$ cat config.mk
export PLATFORM = sky130hd
export DESIGN_NAME = cal_addr_walker
export DESIGN_NICKNAME = d
export VERILOG_FILES = /design/src/rtl/cal_walk_pkg.sv /design/src/rtl/cal_walk_dp.sv /design/src/rtl/cal_walk_ctrl.sv /design/src/rtl/cal_addr_walker.sv
export SDC_FILE = /design/constraint.sdc
export NUM_CORES = 1
export LEC_CHECK = 0
export ABC_AREA = 1
export BUFFER_PORTS_ARGS = -buffer_cell sky130_fd_sc_hd__buf_4
export CORE_UTILIZATION = 35
export DETAILED_ROUTE_END_ITERATION = 8
export PLACE_DENSITY_LB_ADDON = 0.3
export SLEW_MARGIN = 20
export SYNTH_ARGS = -nofsm -noshare
export SYNTH_HDL_FRONTEND = slang
export SYNTH_SLANG_ARGS = --single-unit
export TNS_END_PERCENT = 30
$ cat constraint.sdc
create_clock -name clk -period 5.9 [get_ports clk]
set_clock_uncertainty 0.2 [all_clocks]
set_input_delay 1.18 -clock clk [delete_from_list [all_inputs] [get_ports clk]]
set_output_delay 1.18 -clock clk [all_outputs]
set_load 0.05 [all_outputs]
$ cat src/rtl/cal_walk_pkg.sv
package cal_walk_pkg;
  localparam int ID_W   = 4;
  localparam int OFF_W  = 24;
  localparam int ADDR_W = ID_W + OFF_W;
  localparam int DATA_W = 32;

  typedef enum logic [2:0] {
    ST_SCAN, ST_NGRP, ST_OFFS, ST_LANE, ST_PIN, ST_CAL
  } step_e;

  // strobes from control to datapath
  typedef struct packed {
    logic  capture;
    logic  load;
    logic  scanNext;
    step_e step;
  } dpCtl_t;

  // cache and match status back to control
  typedef struct packed {
    logic idV;
    logic ngV;
    logic offV;
    logic laneV;
    logic pinV;
    logic grpOk;
    logic scanHit;
    logic scanLast;
  } dpStat_t;
endpackage

$ cat src/rtl/cal_walk_dp.sv
module cal_walk_dp
  import cal_walk_pkg::*;
#(
  parameter int GRP_W = 8,
  parameter int LANE_W = 4,
  parameter int PIN_W = 6,
  parameter int INTRA_W = 8,
  parameter int SCAN_SLOTS = 11,
  parameter logic [OFF_W-1:0] TBL_BASE = 24'h00E000,
  parameter logic [OFF_W-1:0] CAL_BASE = 24'h800000,
  parameter logic [7:0] SCAN_FIRST = 8'h18
) (
  input  logic               clk,
  input  logic               rstN,
  input  dpCtl_t             ctl,
  input  logic [ID_W-1:0]    reqId,
  input  logic [GRP_W-1:0]   reqGrp,
  input  logic [LANE_W-1:0]  reqLane,
  input  logic [PIN_W-1:0]   reqPin,
  input  logic [INTRA_W-1:0] reqIntra,
  input  logic [DATA_W-1:0]  reqWdata,
  input  logic [DATA_W-1:0]  avReadData,
  output logic [ADDR_W-1:0]  avAddress,
  output logic [DATA_W-1:0]  avWriteData,
  output logic [DATA_W-1:0]  rdData,
  output dpStat_t            stat
);
  localparam int IDX_W = $clog2(SCAN_SLOTS);

  logic [ID_W-1:0]    idQ;
  logic [GRP_W-1:0]   grpQ, numGrp;
  logic [LANE_W-1:0]  laneQ;
  logic [PIN_W-1:0]   pinQ;
  logic [INTRA_W-1:0] intraQ;
  logic [DATA_W-1:0]  wdataQ, rdDataQ;
  logic [OFF_W-1:0]   tblPtr, laneOff, pinOff;
  logic [15:0]        lanePtr, pinPtr;
  logic [IDX_W-1:0]   scanIdx;
  logic idV, ngV, offV, laneV, pinV;
  logic idChg, grpChg;
  logic [ADDR_W-1:0]  tblBase, calBase;

  assign idChg   = reqId != idQ;
  assign grpChg  = idChg || (reqGrp != grpQ);
  assign tblBase = {idQ, TBL_BASE};
  assign calBase = {idQ, CAL_BASE};

  always_ff @(posedge clk) begin
    if (!rstN) begin
      idQ <= '0; grpQ <= '0; laneQ <= '0; pinQ <= '0; intraQ <= '0;
      wdataQ <= '0; rdDataQ <= '0; numGrp <= '0; tblPtr <= '0;
      laneOff <= '0; pinOff <= '0; lanePtr <= '0; pinPtr <= '0;
      scanIdx <= '0;
      idV <= 1'b0; ngV <= 1'b0; offV <= 1'b0; laneV <= 1'b0; pinV <= 1'b0;
    end else begin
      if (ctl.capture) begin
        idQ <= reqId; grpQ <= reqGrp; laneQ <= reqLane; pinQ <= reqPin;
        intraQ <= reqIntra; wdataQ <= reqWdata; scanIdx <= '0;
        if (idChg) begin idV <= 1'b0; ngV <= 1'b0; end
        if (grpChg) offV <= 1'b0;
        if (grpChg || reqLane != laneQ) laneV <= 1'b0;
        if (grpChg || reqPin != pinQ) pinV <= 1'b0;
      end
      if (ctl.scanNext) scanIdx <= scanIdx + 1'b1;
      if (ctl.load) begin
        unique case (ctl.step)
          ST_SCAN: if (stat.scanHit) begin tblPtr <= avReadData[OFF_W-1:0]; idV <= 1'b1; end
          ST_NGRP: begin numGrp <= avReadData[GRP_W-1:0]; ngV <= 1'b1; end
          ST_OFFS: begin lanePtr <= avReadData[15:0]; pinPtr <= avReadData[31:16]; offV <= 1'b1; end
          ST_LANE: begin laneOff <= avReadData[OFF_W-1:0]; laneV <= 1'b1; end
          ST_PIN:  begin pinOff <= avReadData[OFF_W-1:0]; pinV <= 1'b1; end
          default: rdDataQ <= avReadData;
        endcase
      end
    end
  end

  always_comb begin
    unique case (ctl.step)
      ST_SCAN: avAddress = tblBase + ADDR_W'(SCAN_FIRST) + ADDR_W'({scanIdx, 1'b0});
      ST_NGRP: avAddress = tblBase + ADDR_W'(tblPtr) + ADDR_W'(4);
      ST_OFFS: avAddress = tblBase + ADDR_W'(tblPtr) + ADDR_W'(8)
                         + ADDR_W'({numGrp[GRP_W-1:2], 2'b00});
      ST_LANE: avAddress = tblBase + ADDR_W'(lanePtr) + ADDR_W'(laneQ);
      ST_PIN:  avAddress = tblBase + ADDR_W'(pinPtr) + ADDR_W'({pinQ, 1'b0});
      default: avAddress = calBase + ADDR_W'(laneOff) + ADDR_W'(pinOff) + ADDR_W'(intraQ);
    endcase
  end

  assign avWriteData   = wdataQ;
  assign rdData        = rdDataQ;
  assign stat.idV      = idV;
  assign stat.ngV      = ngV;
  assign stat.offV     = offV;
  assign stat.laneV    = laneV;
  assign stat.pinV     = pinV;
  assign stat.grpOk    = grpQ < numGrp;
  assign stat.scanHit  = avReadData[31] && (avReadData[27:24] == idQ);
  assign stat.scanLast = scanIdx == IDX_W'(SCAN_SLOTS - 1);

  AST_NG_NEEDS_PTR: assert property (@(posedge clk) disable iff (!rstN)
    ngV |-> idV);
  AST_OFF_NEEDS_NG: assert property (@(posedge clk) disable iff (!rstN)
    offV |-> ngV);
endmodule

$ cat src/rtl/cal_walk_ctrl.sv
module cal_walk_ctrl
  import cal_walk_pkg::*;
(
  input  logic    clk,
  input  logic    rstN,
  input  logic    start,
  input  logic    reqWrite,
  input  logic    avWaitRequest,
  input  logic    avReadDataValid,
  input  dpStat_t stat,
  output dpCtl_t  ctl,
  output logic    avRead,
  output logic    avWrite,
  output logic    done,
  output logic    error
);
  typedef enum logic [2:0] {C_IDLE, C_DECIDE, C_CMD, C_WAIT, C_FIN} cst_e;

  cst_e  state;
  step_e stepQ, pick;
  logic  wrQ, errQ, pickErr;

  // first level still missing, in walk order
  always_comb begin
    pick = ST_CAL;
    pickErr = 1'b0;
    if (!stat.idV)        pick = ST_SCAN;
    else if (!stat.ngV)   pick = ST_NGRP;
    else if (!stat.grpOk) pickErr = 1'b1;
    else if (!stat.offV)  pick = ST_OFFS;
    else if (!stat.laneV) pick = ST_LANE;
    else if (!stat.pinV)  pick = ST_PIN;
  end

  always_ff @(posedge clk) begin
    if (!rstN) begin
      state <= C_IDLE; stepQ <= ST_SCAN; wrQ <= 1'b0; errQ <= 1'b0;
    end else begin
      unique case (state)
        C_IDLE: if (start) begin
          wrQ <= reqWrite; errQ <= 1'b0; state <= C_DECIDE;
        end
        C_DECIDE: begin
          stepQ <= pick;
          if (pickErr) begin errQ <= 1'b1; state <= C_FIN; end
          else state <= C_CMD;
        end
        C_CMD: if (!avWaitRequest) state <= avWrite ? C_FIN : C_WAIT;
        C_WAIT: if (avReadDataValid) begin
          if (stepQ == ST_SCAN && !stat.scanHit) begin
            if (stat.scanLast) begin errQ <= 1'b1; state <= C_FIN; end
            else state <= C_CMD;
          end else if (stepQ == ST_CAL) state <= C_FIN;
          else state <= C_DECIDE;
        end
        default: state <= C_IDLE;
      endcase
    end
  end

  always_comb begin
    ctl          = '0;
    ctl.step     = stepQ;
    ctl.capture  = (state == C_IDLE) && start;
    ctl.load     = (state == C_WAIT) && avReadDataValid;
    ctl.scanNext = ctl.load && stepQ == ST_SCAN && !stat.scanHit && !stat.scanLast;
    avWrite      = (state == C_CMD) && stepQ == ST_CAL && wrQ;
    avRead       = (state == C_CMD) && !avWrite;
    done         = state == C_FIN;
  end

  assign error = errQ;

  AST_CMD_HOLD: assert property (@(posedge clk) disable iff (!rstN)
    (avRead || avWrite) && avWaitRequest |=> (avRead || avWrite) && $stable(avRead) && $stable(avWrite));
  AST_DONE_PULSE: assert property (@(posedge clk) disable iff (!rstN)
    done |=> !done);
  AST_CAL_NEEDS_CACHE: assert property (@(posedge clk) disable iff (!rstN)
    (avRead || avWrite) && stepQ == ST_CAL |-> stat.idV && stat.ngV && stat.offV && stat.laneV && stat.pinV);
endmodule

$ cat src/rtl/cal_addr_walker.sv
module cal_addr_walker
  import cal_walk_pkg::*;
#(
  parameter int GRP_W = 8,
  parameter int LANE_W = 4,
  parameter int PIN_W = 6,
  parameter int INTRA_W = 8,
  parameter int SCAN_SLOTS = 11
) (
  input  logic               clk,
  input  logic               rstN,
  input  logic               start,
  input  logic [ID_W-1:0]    reqId,
  input  logic [GRP_W-1:0]   reqGrp,
  input  logic [LANE_W-1:0]  reqLane,
  input  logic [PIN_W-1:0]   reqPin,
  input  logic [INTRA_W-1:0] reqIntra,
  input  logic               reqWrite,
  input  logic [DATA_W-1:0]  reqWdata,
  output logic [ADDR_W-1:0]  avAddress,
  output logic               avRead,
  output logic               avWrite,
  output logic [DATA_W-1:0]  avWriteData,
  input  logic               avWaitRequest,
  input  logic [DATA_W-1:0]  avReadData,
  input  logic               avReadDataValid,
  output logic [DATA_W-1:0]  rdData,
  output logic               done,
  output logic               error
);
  dpCtl_t  ctl;
  dpStat_t stat;

  cal_walk_ctrl uCtrl (
    .clk, .rstN, .start, .reqWrite, .avWaitRequest, .avReadDataValid,
    .stat, .ctl, .avRead, .avWrite, .done, .error
  );

  cal_walk_dp #(
    .GRP_W(GRP_W), .LANE_W(LANE_W), .PIN_W(PIN_W),
    .INTRA_W(INTRA_W), .SCAN_SLOTS(SCAN_SLOTS)
  ) uDp (
    .clk, .rstN, .ctl, .reqId, .reqGrp, .reqLane, .reqPin, .reqIntra,
    .reqWdata, .avReadData, .avAddress, .avWriteData, .rdData, .stat
  );

  AST_ADDR_STABLE: assert property (@(posedge clk) disable iff (!rstN)
    (avRead || avWrite) && avWaitRequest |=> $stable(avAddress));
endmodule

# --- After elaboration in Yosys (flattened, before gate mapping) ---
# Cells that the tools add are included.
classes:
  n_addsub: 14
  order_cmp: 1
  n_mux: 48
  eq_ne: 21
  bitwise_logic: 1
  n_reduce_logical: 30
ops:
  columns: ["op", "count"]
  rows:
  - ["$pmux 28 s5", 1]
  - ["$add 28x24->28", 3]
  - ["$add 28x16->28", 2]
  - ["$add 28x8->28", 2]
  - ["$mux 3", 13]
  - ["$mux 1", 30]
  - ["$add 28x3->28 const B", 1]
  - ["$add 28x4->28", 1]
  - ["$add 28x4->28 const B", 1]
  - ["$add 28x5->28", 1]
  - ["$add 28x5->28 const B", 1]
  - ["$add 28x7->28", 1]
  - ["$eq 3x2->1 const B", 4]
  - ["$pmux 3 s4", 1]
  - ["$reduce_and 2->1", 6]
  - ["$logic_and 1x1->1", 10]
  - ["$eq 3x3->1 const B", 3]
  - ["$lt 8x8->1", 1]
  - ["$mux 4", 2]
  - ["$ne 4x4->1", 2]
  - ["$ne 8x8->1", 1]
  - ["$eq 3x1->1 const B", 2]
  - ["$logic_not 3->1", 2]
  - ["$ne 2x1->1 const B", 3]
  - ["other kinds (14)", 21]
totals:
  reg_bits: 223
  wordCells: 138
  output_inout_bits: 96
  input_bits: 100

# --- Longest topological paths before layout ---
# Gate-level depths: netlist of run 1.
logic_depth:
  ltp_word: 7
  mapped_depth: 17
  depth_no_buf: 17

# --- Hierarchy ---
# From an unflattened synthesis of run 1, not the netlist that was laid out.
hier_totals:
  cells_unflattened: 2005
  hier_area_um2: 13595.5
modules_own_cells:
  columns: ["module", "n_inst", "area_per_inst_um2", "cells_per_inst", "seq_area_each_um2"]
  rows:
  - ["cal_walk_dp", 1, 13076.3, 1917, 4304.1]
  - ["cal_walk_ctrl", 1, 519.2, 88, 160.2]

# --- Least setup slack after synthesis of run 1 ---
# OpenSTA, ideal clock, no wires.
synth_timing:
  path_kind: "register to output"
  from: "register uDp.pinOff[1]"
  to: "output avAddress[11]"
  arrival_time_ns: 2.860
  path_buffers: 0
  required_ns: 4.520
  stages_incl_launch_ff: 8
  path_slack_ns: 1.660
  cell_sequence: "dfxtp_1 > fa_1 > ha_1 > fa_1 > nand3_1 > nand3_1 > xnor2_1 > o21ai_0"
synth_between:
  elab_chain_cells: 3
synth_rtl:
  columns: ["item", "line", "text"]
  rows:
  - ["start, declared", "cal_walk_dp.sv:36", "logic [OFF_W-1:0] tblPtr, laneOff, pinOff;"]
  - ["start signal, assigned", "cal_walk_dp.sv:52", "laneOff <= '0; pinOff <= '0; lanePtr <= '0; pinPtr <= '0;"]
  - ["start signal, assigned", "cal_walk_dp.sv:71", "ST_PIN: begin pinOff <= avReadData[OFF_W-1:0]; pinV <= 1'b1; end"]
  - ["$add 28x24->28", "cal_walk_dp.sv:86", "default: avAddress = calBase + ADDR_W'(laneOff) + ADDR_W'(pinOff) + ADDR_W'(intraQ);"]
  - ["$add 28x8->28", "cal_walk_dp.sv:86", null]
  - ["$pmux 28 s5", "cal_walk_dp.sv:79", "unique case (ctl.step)"]
  - ["end, declared", "cal_addr_walker.sv:20", "output logic [ADDR_W-1:0] avAddress,"]
# Every way passes these cells.

# --- Worst setup path after layout of run 1 ---
layout_timing:
  from: "register uDp.pinOff[1]"
  to: "output avAddress[21]"
# Same word-level chain as after synthesis.

==> results.cfg, run 1 <==
[run_status]
status = finished clean

[logic_synthesis]
synth_fa_ha_area_share_pct = 8.83
ys_ff_latch = 223
synth_edf_count = 0
synthesis.area_um2 = 13300
netlist.area_leader.share_pct = 33.5
yosysWarnings = 0
netlist_instances = 1935
synth_seq_area_share_pct = 33.5
synth_compound_gate_area_share_pct = 20.6
synth_top_family_by_area = simple AND/OR/NAND/NOR gates
syn_area_per_cell_um2 = 6.90
yosys.area.top_type = dfxtp_1
synth_area_leaders = dfxtp_1 33%, nand2_1 11%, a21oi_1 9.9%
synthSimpleGateAreaFrac_pct = 26.0
synth_xor_xnor_area_share_pct = 2.95
muxShareOfSynthArea_pct = 0
ys_async_sr_fraction_pct = 0
synthesis.nets = 2122
synth_top_flop_cell = dfxtp_1
ys_types = 52

[timing]
rsz0062_at_grt = false
fin_setup_tns_ns = 0
fin_crit_ns = 5.16
fin_ws_ns = 0.743
max_freq_mhz = 194
hold_viol = 0
worst_pin_slew_ns = 1.05
slew_viol_final = 0
fin_crit_sh_pct = 87.4
relSlewSlack_pct = 29.7
finalSetupViolCount = 0

[power]
total_power_mw = 4.55
ir_worst_vdd_mv = 0.272
combPwrFrac_pct = 26.7
internal_power_mw = 2.93
switchingPower_mw = 1.62
p_per_area_nw_per_um2 = 284
clockPowerShare_pct = 35.9
pwr-share-seq_pct = 37.5
switching_share_pct = 35.7
power.leakage_nw = 7.12

[die]
die_h_um = 197
die_w_um = 197
start_util_pct = 35.5
pin_count = 196
core-area_um2 = 37600
die_area_um2 = 38900
rows = 71

[routing]
viasPerCell = 5.23
vias = 13700
routed_wl_um = 45700
route.detailed.drc = 0
antenna_left = 0
wl_per_cell_um = 17.4
drt_iter0_drc = 1151
drt_pass1_iterations = 7

[global_routing]
grt_pass1_wl_um = 71100
antenna_found_initial = 0
grt_usage_pct = 23.2
grt_pass1_vias = 13000
grt_max_degree = 86
grt-ovfl-total = 0

[cells_and_area]
drive_gt1_share_pct = 15.5
final_nets = 2282
num_antenna_cells = 0
fillers = 3871
mostFrequentLayoutCells = 381 x nand2_1, 265 x a21oi_1, 223 x dfxtp_1
multiInputGateArea_um2 = 7810
seq_area_um2 = 4460
area.growth.synth_to_final_pct = 20.3
fin_cells = 2626
final_common_cell = nand2_1

[worst_setup_path]
cp_data_required_time_ns = 4.52
worst_r2r_endpoint = uDp.pinPtr[12]$_SDFFE_PN0P_
cp-end-kind = primary output
ff2ff_setup_slack_ns = 2.73
crit_path_start_kind = flop
reg2regPathDepth = 8
crit_type = flop to primary output
cp_max_fo = 4
reg2reg_from = uCtrl.stepQ[1]$_SDFFE_PN0N_
critPathArrivalTime_ns = 3.78

[cts]
cts-root-buf = clkbuf_16
post-cts-setup-buffers = 0
cts_hold_buf = 0
cts_tree = yes
cts_resized = 0
htreeDepth = 1
clk_latency_ns = 0.54
clk_pin_slew_ns = 0.06
cts_buffer_depth = 3
numCtsBuffers = 26
clock_sinks = 223

[hold_path]
min_to = uDp.numGrp[0]$_SDFFE_PN0P_
hold_start = uDp.numGrp[0]$_SDFFE_PN0P_
hold_depth = 2
hold_class = flop to flop

[placed_design]
hpwlAfterDp_um = 34800
dp.cells = 2578
port_buffers = 195
pre_cts_ws_ns = 1.36
gp_congestion = 0.951

[run]
drv_cap = 0
[synth_stat cells (15+ instances only)]
| master | count |
|---|---|
| nand2_1 | 382 |
| a21oi_1 | 265 |
| dfxtp_1 | 223 |
| inv_1 | 170 |
| o21ai_0 | 170 |
| nor2_1 | 166 |
| nand3_1 | 111 |
| ha_1 | 75 |
| o21ai_1 | 46 |
| clkbuf_1 | 40 |
| nand4_1 | 37 |
| xor2_1 | 30 |
| buf_2 | 26 |
| inv_2 | 26 |
| nor2_2 | 19 |
| nor3_1 | 16 |
| xnor2_1 | 15 |
[sequential cells by signal, summed over array words and instances, names as in the netlist, 6 cells and up]
name	cells
uDp.laneOff	24
uDp.intraQ	8
uDp.pinOff	24
uDp.lanePtr	16
uDp.numGrp	8
uDp.rdData	32
uDp.pinQ	6
uDp.tblPtr	24
uDp.pinPtr	16
uDp.grpQ	8
uDp.avWriteData	32
[per-layer routing]
layer | GRT usage [%] | wire length, um
met5 | 0 | 0
met4 | 7.12 | 1330
met3 | 3.45 | 3190
met2 | 37.6 | 20700
met1 | 31.8 | 20500
[final cells by class]
cell class / count / share of cell area, %
clock buffers: 36 / 4.55
clock inverters: 12 / 0.795
inverters: 196 / 4.58
multi-input cells: 1442 / 48.6
flip-flops and latches: 223 / 27.8
well taps: 511 / 3.98
repair buffers: 206 / 9.64
[power groups by stage]
| stage | Sequential, mW | Clock, mW | Combinational [mW] |
|---|---|---|---|
| 3_5_place_dp | 1.74 | 0 | 1.21 |
| 6_report | 1.71 | 1.63 | 1.21 |
| 4_1_cts | 1.70 | 1.65 | 1.22 |
| 5_1_grt | 1.72 | 1.71 | 1.32 |
| 3_3_place_gp | 1.73 | 0 | 1.21 |
| 2_1_floorplan | 1.85 | 0 | 0.677 |
[cells by family (layout without fill, tap and decap cells)]
| kind of cell | after synthesis | count (layout) |
|---|---|---|
| XOR/XNOR | 45 | 45 |
| flip-flops | 223 | 223 |
| AO/OA/AOI/OAI | 526 | 526 |
| adder cells (fa/ha/maj) | 87 | 87 |
| AND/OR/NAND/NOR | 784 | 784 |
| buffers and inverters | 270 | 450 |
[worst max-delay path by stage]
stage                          startpoint             to  slack, ns  cells after the start
2_1_floorplan  uDp.pinOff[1]$_SDFFE_PN0P_  avAddress[11]       1.66                      7
3_3_place_gp   uDp.pinOff[1]$_SDFFE_PN0P_  avAddress[21]       1.36                     15
3_5_place_dp   uDp.pinOff[1]$_SDFFE_PN0P_  avAddress[21]       1.36                     15
4_1_cts        uDp.pinOff[1]$_SDFFE_PN0P_  avAddress[21]       0.76                     15
5_1_grt        uDp.pinOff[1]$_SDFFE_PN0P_  avAddress[21]       0.54                     15
6_report       uDp.pinOff[1]$_SDFFE_PN0P_  avAddress[21]       0.74                     15
[through the flow]
step | cell area, um^2 | util [%] | hold WS [ns]
final | 16000 | 42.7 | 0.257
after global routing | 16000 | 42.7 | 0.281
after CTS | 16000 | 42.7 | 0.255
after detailed placement | 15200 | 40.4 | 0.247
after global placement | 15200 | 40.4 | 0.240
after floorplan | 13300 | - | 0.225
[worst max-delay path: stages, from the launching register on]
cell and delay (ns):
dfxtp_1 0.33, fa_1 0.55, ha_1 0.19, fa_1 0.26, nand2_1 0.07, o21ai_1 0.16, inv_1 0.09, o21ai_0 0.61
nand2_1 0.12, nand2_1 0.13, nand2_1 0.07, nand2_1 0.07, xor2_1 0.15, nand2_1 0.07, nand3_1 0.14, buf_4 0.21
No activity file was read; power rests on OpenSTA's default activity.
==> run 2: changes to the inputs <==
SYNTH_HIERARCHICAL = 1   (was default)
==> run 2 against run 1 <==
Against the previous run: register-to-register slack better by 0.13 ns; critical path depth is the same; clock power is 8% higher; synthesized cell count grew 3.6%; fmax barely moved; combinational power increased by 19%; power grew 9.9%.
==> results.cfg, run 2 <==
[run_status]
status = finished clean

[timing]
rsz0062_at_grt = false
finalSetupViolCount = 0
worst_pin_slew_ns = 0.927
fin_hold_ws_ns = 0.262
fin_crit_ns = 5.15
max_freq_mhz = 194
hold_viol = 0
fin_crit_sh_pct = 87.3
slew_viol_final = 0
fin_setup_tns_ns = 0
relSlewSlack_pct = 37.7

[die]
die_w_um = 199
rows = 71
pin_count = 196
die_h_um = 199
die_area_um2 = 39600
start_util_pct = 35.8
core-area_um2 = 37900

[logic_synthesis]
synthTopCellsByCount = 363 x nand2_1, 236 x nor2_1, 233 x a21oi_1, 223 x dfxtp_1, 212 x nand3_1
synthesis.nets = 2192
synth_edf_count = 0
netlist_instances = 2005
syn_area_per_cell_um2 = 6.78
synth_most_common_cell = nand2_1
ys_ff_latch = 223
synth_area_leaders = dfxtp_1 33%, nand2_1 10%, a21oi_1 8.6%
netlist.area_leader.share_pct = 32.8
yosysWarnings = 6
ys_types = 53
synth_seq_area_share_pct = 32.8
ys_async_sr_fraction_pct = 0
synth_top_flop_cell = dfxtp_1
synthesis.area_um2 = 13600
yosys.area.top_type = dfxtp_1

[worst_setup_path]
cp_cell_sequence = fa_1 > ha_1 > fa_1 > nand3_1 > nand2_1 > inv_1 > o21ai_0 > nand2_1 > nand2_1 > nand2_1 > nand2_1 > xor2_1 > nand2_1 > o211ai_1 > buf_4
cp_max_fo = 4
cp_data_required_time_ns = 4.52
cp-end-kind = primary output
crit_path_start_kind = flop
path_common_cell = nand2_1
crit_type = flop to primary output
reg2regPathDepth = 6
cpPeakStageDelay_ns = 0.61
critPathArrivalTime_ns = 3.77
cp_slowest_cell = o21ai_0

[routing]
drt_iter0_drc = 1346
route.detailed.drc = 0
drt_pass1_iterations = 6
vias = 14200
antenna_left = 0
routed_wl_um = 47500
viasPerCell = 5.29
wl_per_cell_um = 17.7

[cts]
cts_buffer_depth = 3
clk_latency_ns = 0.56
cts_hold_buf = 0
post-cts-setup-buffers = 0
clk_pin_slew_ns = 0.06
cts-root-buf = clkbuf_16
numCtsBuffers = 27
htreeDepth = 1
clock_sinks = 223
cts_resized = 0
cts_tree = yes

[global_routing]
antenna_found_initial = 0
grt_pass1_wl_um = 73900
grt-ovfl-total = 0
grt_usage_pct = 23.9
grt_pass1_vias = 13400
grt_max_degree = 73

[placed_design]
hpwlAfterDp_um = 36100
gp_congestion = 0.970
port_buffers = 195

[cells_and_area]
drive_gt1_share_pct = 14.8
mostFrequentLayoutCells = 362 x nand2_1, 234 x nor2_1, 233 x a21oi_1
num_antenna_cells = 0
final_util_pct = 43.2
final_nets = 2343
area.growth.synth_to_final_pct = 20.4
final_common_cell = nand2_1

[power]
power.leakage_nw = 6.95
ir_worst_vdd_mv = 0.204
p_per_area_nw_per_um2 = 305

[hold_path]
hold_depth = 2
hold_class = flop to flop

[run]
drv_cap = 0
==> run 2: report_power, final <==
part	internal [mW]	leakage [nW]	switching (mW)
Sequential	1.66	1.81	0.136
Combinational	0.429	4.67	1.02
Clock	1.08	0.468	0.683
Total	3.17	6.95	1.83
==> run 2: worst max-delay path, delay by kind of cell (launching register included) <==
| family | cells | cell delay, ns |
|---|---|---|
| AO/OA/AOI/OAI | 2 | 0.74 |
| flip-flops | 1 | 0.32 |
| buffers and inverters | 2 | 0.26 |
| AND/OR/NAND/NOR | 7 | 0.68 |
| adder cells (fa/ha/maj) | 3 | 1.03 |
| XOR/XNOR | 1 | 0.16 |
==> run 2: routing by layer <==
metal | vias to the layer above | part of all wire (%) | GRT usage (%)
met4 | 0 | 2.9 | 7.89
met1 | 6660 | 45 | 32.7
met2 | 428 | 46 | 39.0
met3 | 63 | 6.1 | 2.84
met5 | - | 0 | 0
li1 | 7052 | - | -
==> run 2: kinds of logic (layout without fill, tap and decap cells) <==
kind of cell             after synthesis  after routing  synth area share (%)
adder cells (fa/ha/maj)               87             87                  8.67
AO/OA/AOI/OAI                        474            474                  18.4
flip-flops                           223            223                  32.8
AND/OR/NAND/NOR                      922            922                  29.9
XOR/XNOR                              38             38                  2.45
buffers and inverters                261            432                  7.71
==> run 2: layout make-up <==
class                      count  area, um^2
inverter                     174         653
clock inverter                12         179
timing repair buffer         209        1570
fill                        3934       21600
multi-input combinational   1521        8110
tap                          511         639
clock buffer                  37         763
sequential                   223        4460
==> run 2: final timing paths <==
path / startpoint / slack (ns) / endpoint
setup reg to reg: uCtrl/stepQ[2]$_SDFFE_PN0N_ / 2.86 / uDp/rdData[13]$_SDFFE_PN0P_
hold / removal: uDp/rdData[28]$_SDFFE_PN0P_ / 0.26 / uDp/rdData[28]$_SDFFE_PN0P_
hold reg to reg: uDp/rdData[28]$_SDFFE_PN0P_ / 0.26 / uDp/rdData[28]$_SDFFE_PN0P_
setup / recovery: uDp/intraQ[1]$_SDFFE_PN0P_ / 0.75 / avAddress[21]
==> run 2: per-stage QoR <==
stage	total power, mW	cell area (um^2)	cells	setup slack, ns
4_1_cts	5.05	16400	2687	0.729
6_report	5.00	16400	2687	0.747
5_1_grt	5.26	16400	2687	0.449
3_5_place_dp	3.26	15400	2638	1.32
3_3_place_gp	3.24	15400	2638	1.38
2_1_floorplan	2.77	13600	2005	1.73
